--- src/rtl/cos_dio_pkg.sv ---
package cos_dio_pkg;
    localparam int BYTE_W    = 8;
    localparam int ADDR_W    = 4;
    localparam int ISO_BYTES = 3;
    localparam int GROUPS    = ISO_BYTES + 1;
    localparam int ISO_W     = ISO_BYTES * BYTE_W;
    localparam int LINE_W    = GROUPS * BYTE_W;
    localparam int EN_W      = 2 * GROUPS;

    // Offsets: each group g sits at base + g in the latch, pin and status windows.
    localparam int OFS_LATCH  = 0;
    localparam int OFS_PIN    = 4;
    localparam int OFS_STATUS = 8;
    localparam int OFS_DIR    = 12;
    localparam int OFS_EN     = 14;
endpackage

--- src/rtl/cos_dio_sync.sv ---
module cos_dio_sync #(
    parameter int W = 32
) (
    input  logic         clk,
    input  logic         rst_n,
    input  logic [W-1:0] din,
    output logic [W-1:0] cur,
    output logic [W-1:0] prev
);
    typedef struct packed {
        logic [W-1:0] meta;
        logic [W-1:0] stable;
        logic [W-1:0] last;
    } sync_state_t;

    sync_state_t st_d, st_q;

    always_comb begin
        st_d        = st_q;
        st_d.meta   = din;
        st_d.stable = st_q.meta;
        st_d.last   = st_q.stable;
    end

    always_ff @(posedge clk or negedge rst_n) begin
        if (!rst_n) st_q <= '0;
        else        st_q <= st_d;
    end

    assign cur  = st_q.stable;
    assign prev = st_q.last;
endmodule

--- src/rtl/cos_dio_detect.sv ---
module cos_dio_detect #(
    parameter int GW = 8,
    parameter int NG = 4,
    localparam int LW = GW * NG
) (
    input  logic          clk,
    input  logic          rst_n,
    input  logic [LW-1:0] cur,
    input  logic [LW-1:0] prev,
    input  logic [NG-1:0] rise_en,
    input  logic [NG-1:0] fall_en,
    input  logic [LW-1:0] clr_mask,
    output logic [LW-1:0] status,
    output logic          irq
);
    typedef struct packed {
        logic [LW-1:0] flags;
    } det_state_t;

    det_state_t st_d, st_q;
    logic [LW-1:0] rise_mask, fall_mask, hits;

    // Widen each group enable bit across the eight lines of its group.
    for (genvar g = 0; g < NG; g++) begin : g_mask
        assign rise_mask[g*GW +: GW] = {GW{rise_en[g]}};
        assign fall_mask[g*GW +: GW] = {GW{fall_en[g]}};
    end

    always_comb begin
        hits = (cur & ~prev & rise_mask) | (~cur & prev & fall_mask);
        st_d = st_q;
        // A new hit wins over a clear on the same edge.
        st_d.flags = (st_q.flags & ~clr_mask) | hits;
    end

    always_ff @(posedge clk or negedge rst_n) begin
        if (!rst_n) st_q <= '0;
        else        st_q <= st_d;
    end

    assign status = st_q.flags;
    assign irq    = |st_q.flags;
endmodule

--- src/rtl/cos_dio_regs.sv ---
module cos_dio_regs
    import cos_dio_pkg::*;
#(
    parameter int BW = BYTE_W,
    parameter int NG = GROUPS,
    parameter int AW = ADDR_W,
    localparam int LW = BW * NG
) (
    input  logic          clk,
    input  logic          rst_n,
    input  logic [AW-1:0] addr,
    input  logic          rd,
    input  logic          wr,
    input  logic [BW-1:0] wdata,
    input  logic [LW-1:0] pins,
    input  logic [LW-1:0] status,
    output logic [LW-1:0] clr_mask,
    output logic [LW-1:0] latch,
    output logic [BW-1:0] en,
    output logic          dir,
    output logic [BW-1:0] rdata
);
    typedef struct packed {
        logic [LW-1:0] latch;
        logic [BW-1:0] en;
        logic          dir;
        logic [BW-1:0] rdata;
    } reg_state_t;

    reg_state_t st_d, st_q;
    logic [BW-1:0] rd_val;
    logic [LW-1:0] clr_d;
    int            ofs;

    always_comb begin
        st_d   = st_q;
        rd_val = '0;
        clr_d  = '0;
        ofs    = int'(addr);
        for (int g = 0; g < NG; g++) begin
            if (ofs == OFS_LATCH + g) begin
                rd_val = st_q.latch[g*BW +: BW];
                if (wr) st_d.latch[g*BW +: BW] = wdata;
            end
            if (ofs == OFS_PIN + g) begin
                rd_val = pins[g*BW +: BW];
            end
            if (ofs == OFS_STATUS + g) begin
                rd_val = status[g*BW +: BW];
                if (wr) clr_d[g*BW +: BW] = wdata;
            end
        end
        if (ofs == OFS_DIR) begin
            rd_val = {{(BW-1){1'b0}}, st_q.dir};
            if (wr) st_d.dir = wdata[0];
        end
        if (ofs == OFS_EN) begin
            rd_val = st_q.en;
            if (wr) st_d.en = wdata;
        end
        if (rd) st_d.rdata = rd_val;
    end

    always_ff @(posedge clk or negedge rst_n) begin
        if (!rst_n) st_q <= '0;
        else        st_q <= st_d;
    end

    assign clr_mask = clr_d;
    assign latch    = st_q.latch;
    assign en       = st_q.en;
    assign dir      = st_q.dir;
    assign rdata    = st_q.rdata;
endmodule

--- src/rtl/cos_dio_ctrl.sv ---
module cos_dio_ctrl
    import cos_dio_pkg::*;
(
    input  logic              clk,
    input  logic              rst_n,
    input  logic [ADDR_W-1:0] bus_addr,
    input  logic              bus_rd,
    input  logic              bus_wr,
    input  logic [BYTE_W-1:0] bus_wdata,
    output logic [BYTE_W-1:0] bus_rdata,
    input  logic [ISO_W-1:0]  in_lines,
    input  logic [BYTE_W-1:0] sw_in,
    output logic [ISO_W-1:0]  out_lines,
    output logic [BYTE_W-1:0] sw_out,
    output logic              dir_oe,
    output logic              irq
);
    logic [LINE_W-1:0] raw_vec, cur_vec, prev_vec;
    logic [LINE_W-1:0] status_vec, clr_vec, latch_vec;
    logic [BYTE_W-1:0] en_vec;
    logic [GROUPS-1:0] rise_en, fall_en;

    assign raw_vec = {sw_in, in_lines};
    assign rise_en = en_vec[GROUPS-1:0];
    assign fall_en = en_vec[EN_W-1:GROUPS];

    cos_dio_sync #(.W(LINE_W)) u_sync (
        .clk  (clk),
        .rst_n(rst_n),
        .din  (raw_vec),
        .cur  (cur_vec),
        .prev (prev_vec)
    );

    cos_dio_regs #(.BW(BYTE_W), .NG(GROUPS), .AW(ADDR_W)) u_regs (
        .clk     (clk),
        .rst_n   (rst_n),
        .addr    (bus_addr),
        .rd      (bus_rd),
        .wr      (bus_wr),
        .wdata   (bus_wdata),
        .pins    (cur_vec),
        .status  (status_vec),
        .clr_mask(clr_vec),
        .latch   (latch_vec),
        .en      (en_vec),
        .dir     (dir_oe),
        .rdata   (bus_rdata)
    );

    cos_dio_detect #(.GW(BYTE_W), .NG(GROUPS)) u_det (
        .clk     (clk),
        .rst_n   (rst_n),
        .cur     (cur_vec),
        .prev    (prev_vec),
        .rise_en (rise_en),
        .fall_en (fall_en),
        .clr_mask(clr_vec),
        .status  (status_vec),
        .irq     (irq)
    );

    assign out_lines = latch_vec[ISO_W-1:0];
    assign sw_out    = latch_vec[LINE_W-1:ISO_W];
endmodule

--- config.mk ---
export PLATFORM = sky130hd
export DESIGN_NAME = cos_dio_ctrl
export DESIGN_NICKNAME = d
export VERILOG_FILES = /design/src/rtl/cos_dio_pkg.sv /design/src/rtl/cos_dio_sync.sv /design/src/rtl/cos_dio_detect.sv /design/src/rtl/cos_dio_regs.sv /design/src/rtl/cos_dio_ctrl.sv
export SDC_FILE = /design/constraint.sdc
export NUM_CORES = 1
export LEC_CHECK = 0
export BUFFER_PORTS_ARGS = -buffer_cell sky130_fd_sc_hd__buf_2
export CORE_ASPECT_RATIO = 0.9
export CORE_MARGIN = 1.5
export CORE_UTILIZATION = 40
export CTS_CLUSTER_SIZE = 16
export DETAILED_ROUTE_END_ITERATION = 7
export PLACE_DENSITY = 0.57
export SYNTH_ARGS = -nofsm -noshare
export SYNTH_HDL_FRONTEND = slang
export SYNTH_SLANG_ARGS = --single-unit
--- constraint.sdc ---
create_clock -name clk -period 3.05 [get_ports clk]
set_clock_uncertainty 0.05 [all_clocks]
set_input_delay 0.1525 -clock clk [delete_from_list [all_inputs] [get_ports clk]]
set_output_delay 0.1525 -clock clk [all_outputs]
set_load 0.02 [all_outputs]
==> impl_metrics.env <==
export IMPL_run_status="completed"
export IMPL_p_leak_nw=3.67
export IMPL_fillers=1612
export IMPL_m1WireLength_um=10200
export IMPL_holdPathStages=2
export IMPL_clock_tree_root_cell="sky130_fd_sc_hd__clkbuf_16"
export IMPL_synth_edff_count=0
export IMPL_num_rows=46
export IMPL_p_total_mw=6.27
export IMPL_synth_cell_types=64
export IMPL_finalCriticalPeriod_ns=2.20
export IMPL_first_pass_grt_wire_length_um=32700
export IMPL_grt_ovfl_total=0
export IMPL_area_growth_synth_to_final_pct=22.7
export IMPL_cap_violations=0
export IMPL_initialDrtViolationCount=611
export IMPL_post_synthesis_cell_area_um2=7190
export IMPL_share_of_flip_flops_with_an_asynchronous_set_or_reset_after_synthesis_pct=100
export IMPL_top_signal_layer_used="met4"
export IMPL_multi_input_comb_area_um2=2550
export IMPL_grt_antenna_before_repair=1
export IMPL_cp_data_arrival_time_ns=2.00
export IMPL_num_antenna_cells=0
export IMPL_register_area_um2=4430
export IMPL_postRouteWirelength_um=21700
export IMPL_achievable_frequency_mhz=454
export IMPL_global_placement_routability_congestion=0.914
export IMPL_post_cts_buffers=0
export IMPL_drive_above_1_share_pct=28.2
export IMPL_cts_resized=0
export IMPL_crit_type="reg -> out"
export IMPL_met3_wirelength_um=1620
export IMPL_synth_yosys_seq_area_share_pct=61.6
export IMPL_synth_seq_cells=177
export IMPL_number_of_input_and_output_port_buffers_inserted=89
export IMPL_cp_start_kind="flip-flop"
export IMPL_crit_path_max_incr_delay_ns=0.45
export IMPL_power_per_cell_area_nw_per_um2=711
export IMPL_unrepaired_setup_endpoints_after_global_routing="false"
export IMPL_critical_path_required_ns=2.85
export IMPL_vias_per_cell=5.64
export IMPL_yosys_most_used_dff="sky130_fd_sc_hd__dfrtp_1"
export IMPL_layout_commonest_cell="sky130_fd_sc_hd__dfrtp_1"
export IMPL_tritoncts="yes"
export IMPL_maximum_number_of_pins_on_one_net_before_global_route_repair=83
export IMPL_cts_bufs_inserted=17
export IMPL_finalNetCount=734
export IMPL_crit_fanout=3
export IMPL_routed_wl_met2_um=9570
export IMPL_groute_usage_overall_pct=24.4
export IMPL_post_route_drc_count=0
export IMPL_vias=5293
export IMPL_antenna_left=0
export IMPL_vdd_drop_max_mv=0.386
export IMPL_reg2regPathDepth=5
export IMPL_final_min_period_over_clock_period_pct=72.2
export IMPL_path_cells="nor4_1, nand4_1, or2_2, buf_2"
export IMPL_design_core_area_um2=17600
export IMPL_fin_setup_tns_ns=0
export IMPL_iteration_count_of_the_initial_detailed_routing_pass=8
export IMPL_hpwlAfterDp_um=15100
export IMPL_hp_class="in -> reg"
export IMPL_finalInstanceArea_um2=8830
export IMPL_cts_max_level=4
export IMPL_timing_final_max_slew_violations=0
export IMPL_setup_violations_final=0
export IMPL_routedWlPerCell_um=23.2
export IMPL_clk_insertion_delay_late_ns=0.44
export IMPL_synth_net_count=614
export IMPL_finalHoldViolCount=0
export IMPL_relSlewSlack_pct=49.0
export IMPL_timing_critical_path_slowest_stage_cell="sky130_fd_sc_hd__nor4_1"
export IMPL_ios=90
export IMPL_cts_root_to_sink_buffers=2
export IMPL_die_area_um2=18800
export IMPL_clkTransAtPathRegs_ns=0.07
export IMPL_layout_cells_most_common_list="177 x sky130_fd_sc_hd__dfrtp_1, 88 x sky130_fd_sc_hd__buf_2, 48 x sky130_fd_sc_hd__nand2_1, 44 x sky130_fd_sc_hd__mux2_2, 38 x sky130_fd_sc_hd__o21ai_0"
export IMPL_synthCells=566
export IMPL_endpoint_kind="output pin"
export IMPL_hold_buffers=34
export IMPL_starting_density_of_the_core_pct=40.8
export IMPL_tightest_slew_ns=0.766
export IMPL_final_util_pct=50.1
export IMPL_chipHeight_um=130
export IMPL_dieWidth_um=144
export IMPL_post_synth_cell_area_avg_um2=12.7
export IMPL_grt_pass1_vias=5245
export IMPL_synth_warnings=0
export IMPL_clock_sinks=177
export IMPL_detailed_place_area_um2=7840
-- worst paths after layout --
kind / start / endpoint / slack [ns]
worst max register to register: u_sync.cur[1]$_DFF_PN0_ / u_regs.rdata[1]$_DFFE_PN0P_ / 1.17
min in group asynchronous: rst_n / u_regs.rdata[1]$_DFFE_PN0P_ / 0.31
worst min-delay path: bus_wdata[0] / u_regs.latch[16]$_DFFE_PN0P_ / 0.05
max in group asynchronous: rst_n / u_regs.latch[7]$_DFFE_PN0P_ / 1.91
worst max-delay path: u_det.status[23]$_DFF_PN0_ / irq / 0.85
worst min register to register: u_sync.st_d[45]$_DFF_PN0_ / u_sync.cur[13]$_DFF_PN0_ / 0.30
-- power by group --
part | switching [mW] | internal [mW]
clock network | 0.966 | 1.44
logic | 0.534 | 0.406
registers | 0.320 | 2.61
-- cells by family (layout without fill, tap and decap cells) --
kind of cell,count (synthesis),in the layout,share of synthesized area (%)
multiplexers,57,57,9.17
buffers and inverters,36,169,3.01
AND/OR/NAND/NOR,153,153,12.5
AO/OA/AOI/OAI,143,143,13.8
flip-flops,177,177,61.6
-- cell type report --
class	count	area share, %
well taps	240	3.40
multi-input cells	353	28.8
inverters	5	0.213
repair buffers	132	10.0
clock buffers	20	5.17
flip-flops and latches	177	50.2
clock inverters	12	2.17
-- per-stage QoR --
step / hold slack (ns) / worst slack (ns) / std cells
finish: 0.0533 / 0.846 / 939
global route: 0.0460 / 0.768 / 939
CTS: 0.0348 / 0.856 / 939
detailed placement: 0.212 / 0.808 / 873
global placement: 0.205 / 0.904 / 873
floorplan: -0.193 / 1.58 / 566
-- cells in the mapped netlist (5+ instances only) --
cell type / n / area [µm²]
sky130_fd_sc_hd__buf_4: 5 / 37.5
sky130_fd_sc_hd__a22oi_1: 9 / 67.6
sky130_fd_sc_hd__nand2_1: 48 / 180
sky130_fd_sc_hd__a21oi_1: 14 / 70.1
sky130_fd_sc_hd__nor2b_1: 6 / 37.5
sky130_fd_sc_hd__o21ai_0: 38 / 190
sky130_fd_sc_hd__mux2_2: 44 / 495
sky130_fd_sc_hd__mux2i_1: 7 / 70.1
sky130_fd_sc_hd__buf_2: 8 / 40.0
sky130_fd_sc_hd__nand3b_1: 33 / 248
sky130_fd_sc_hd__nor2_1: 6 / 22.5
sky130_fd_sc_hd__buf_6: 7 / 78.8
sky130_fd_sc_hd__nor4_1: 8 / 50.1
sky130_fd_sc_hd__dfrtp_1: 177 / 4430
sky130_fd_sc_hd__a32oi_1: 5 / 43.8
sky130_fd_sc_hd__nand3_1: 14 / 70.1
sky130_fd_sc_hd__or3_1: 6 / 37.5
sky130_fd_sc_hd__nor3_1: 6 / 30.0
sky130_fd_sc_hd__o2bb2ai_1: 8 / 70.1
sky130_fd_sc_hd__o211ai_1: 37 / 278
sky130_fd_sc_hd__buf_1: 7 / 26.3
-- registers in the layout (all words and copies together) (netlist names) --
name and flops:
u_regs.dir 1, u_regs.latch 32, u_sync.st_d 32, u_sync.cur 32, u_det.status 32, u_sync.prev 32, u_regs.rdata 8, u_regs.en 8
-- layer usage --
metal / up-vias / track usage, %
met5: - / 0
met4: 0 / 7.07
met3: 25 / 6.42
met2: 222 / 35.4
met1: 2699 / 35.9
li1: 2347 / -
-- critical path: cells and delay by family, from the launching register on --
kind / cells / cell delay (ns)
AND/OR/NAND/NOR: 3 / 0.99
flip-flops: 1 / 0.40
buffers and inverters: 1 / 0.16
(Power assumes the default switching activity.)
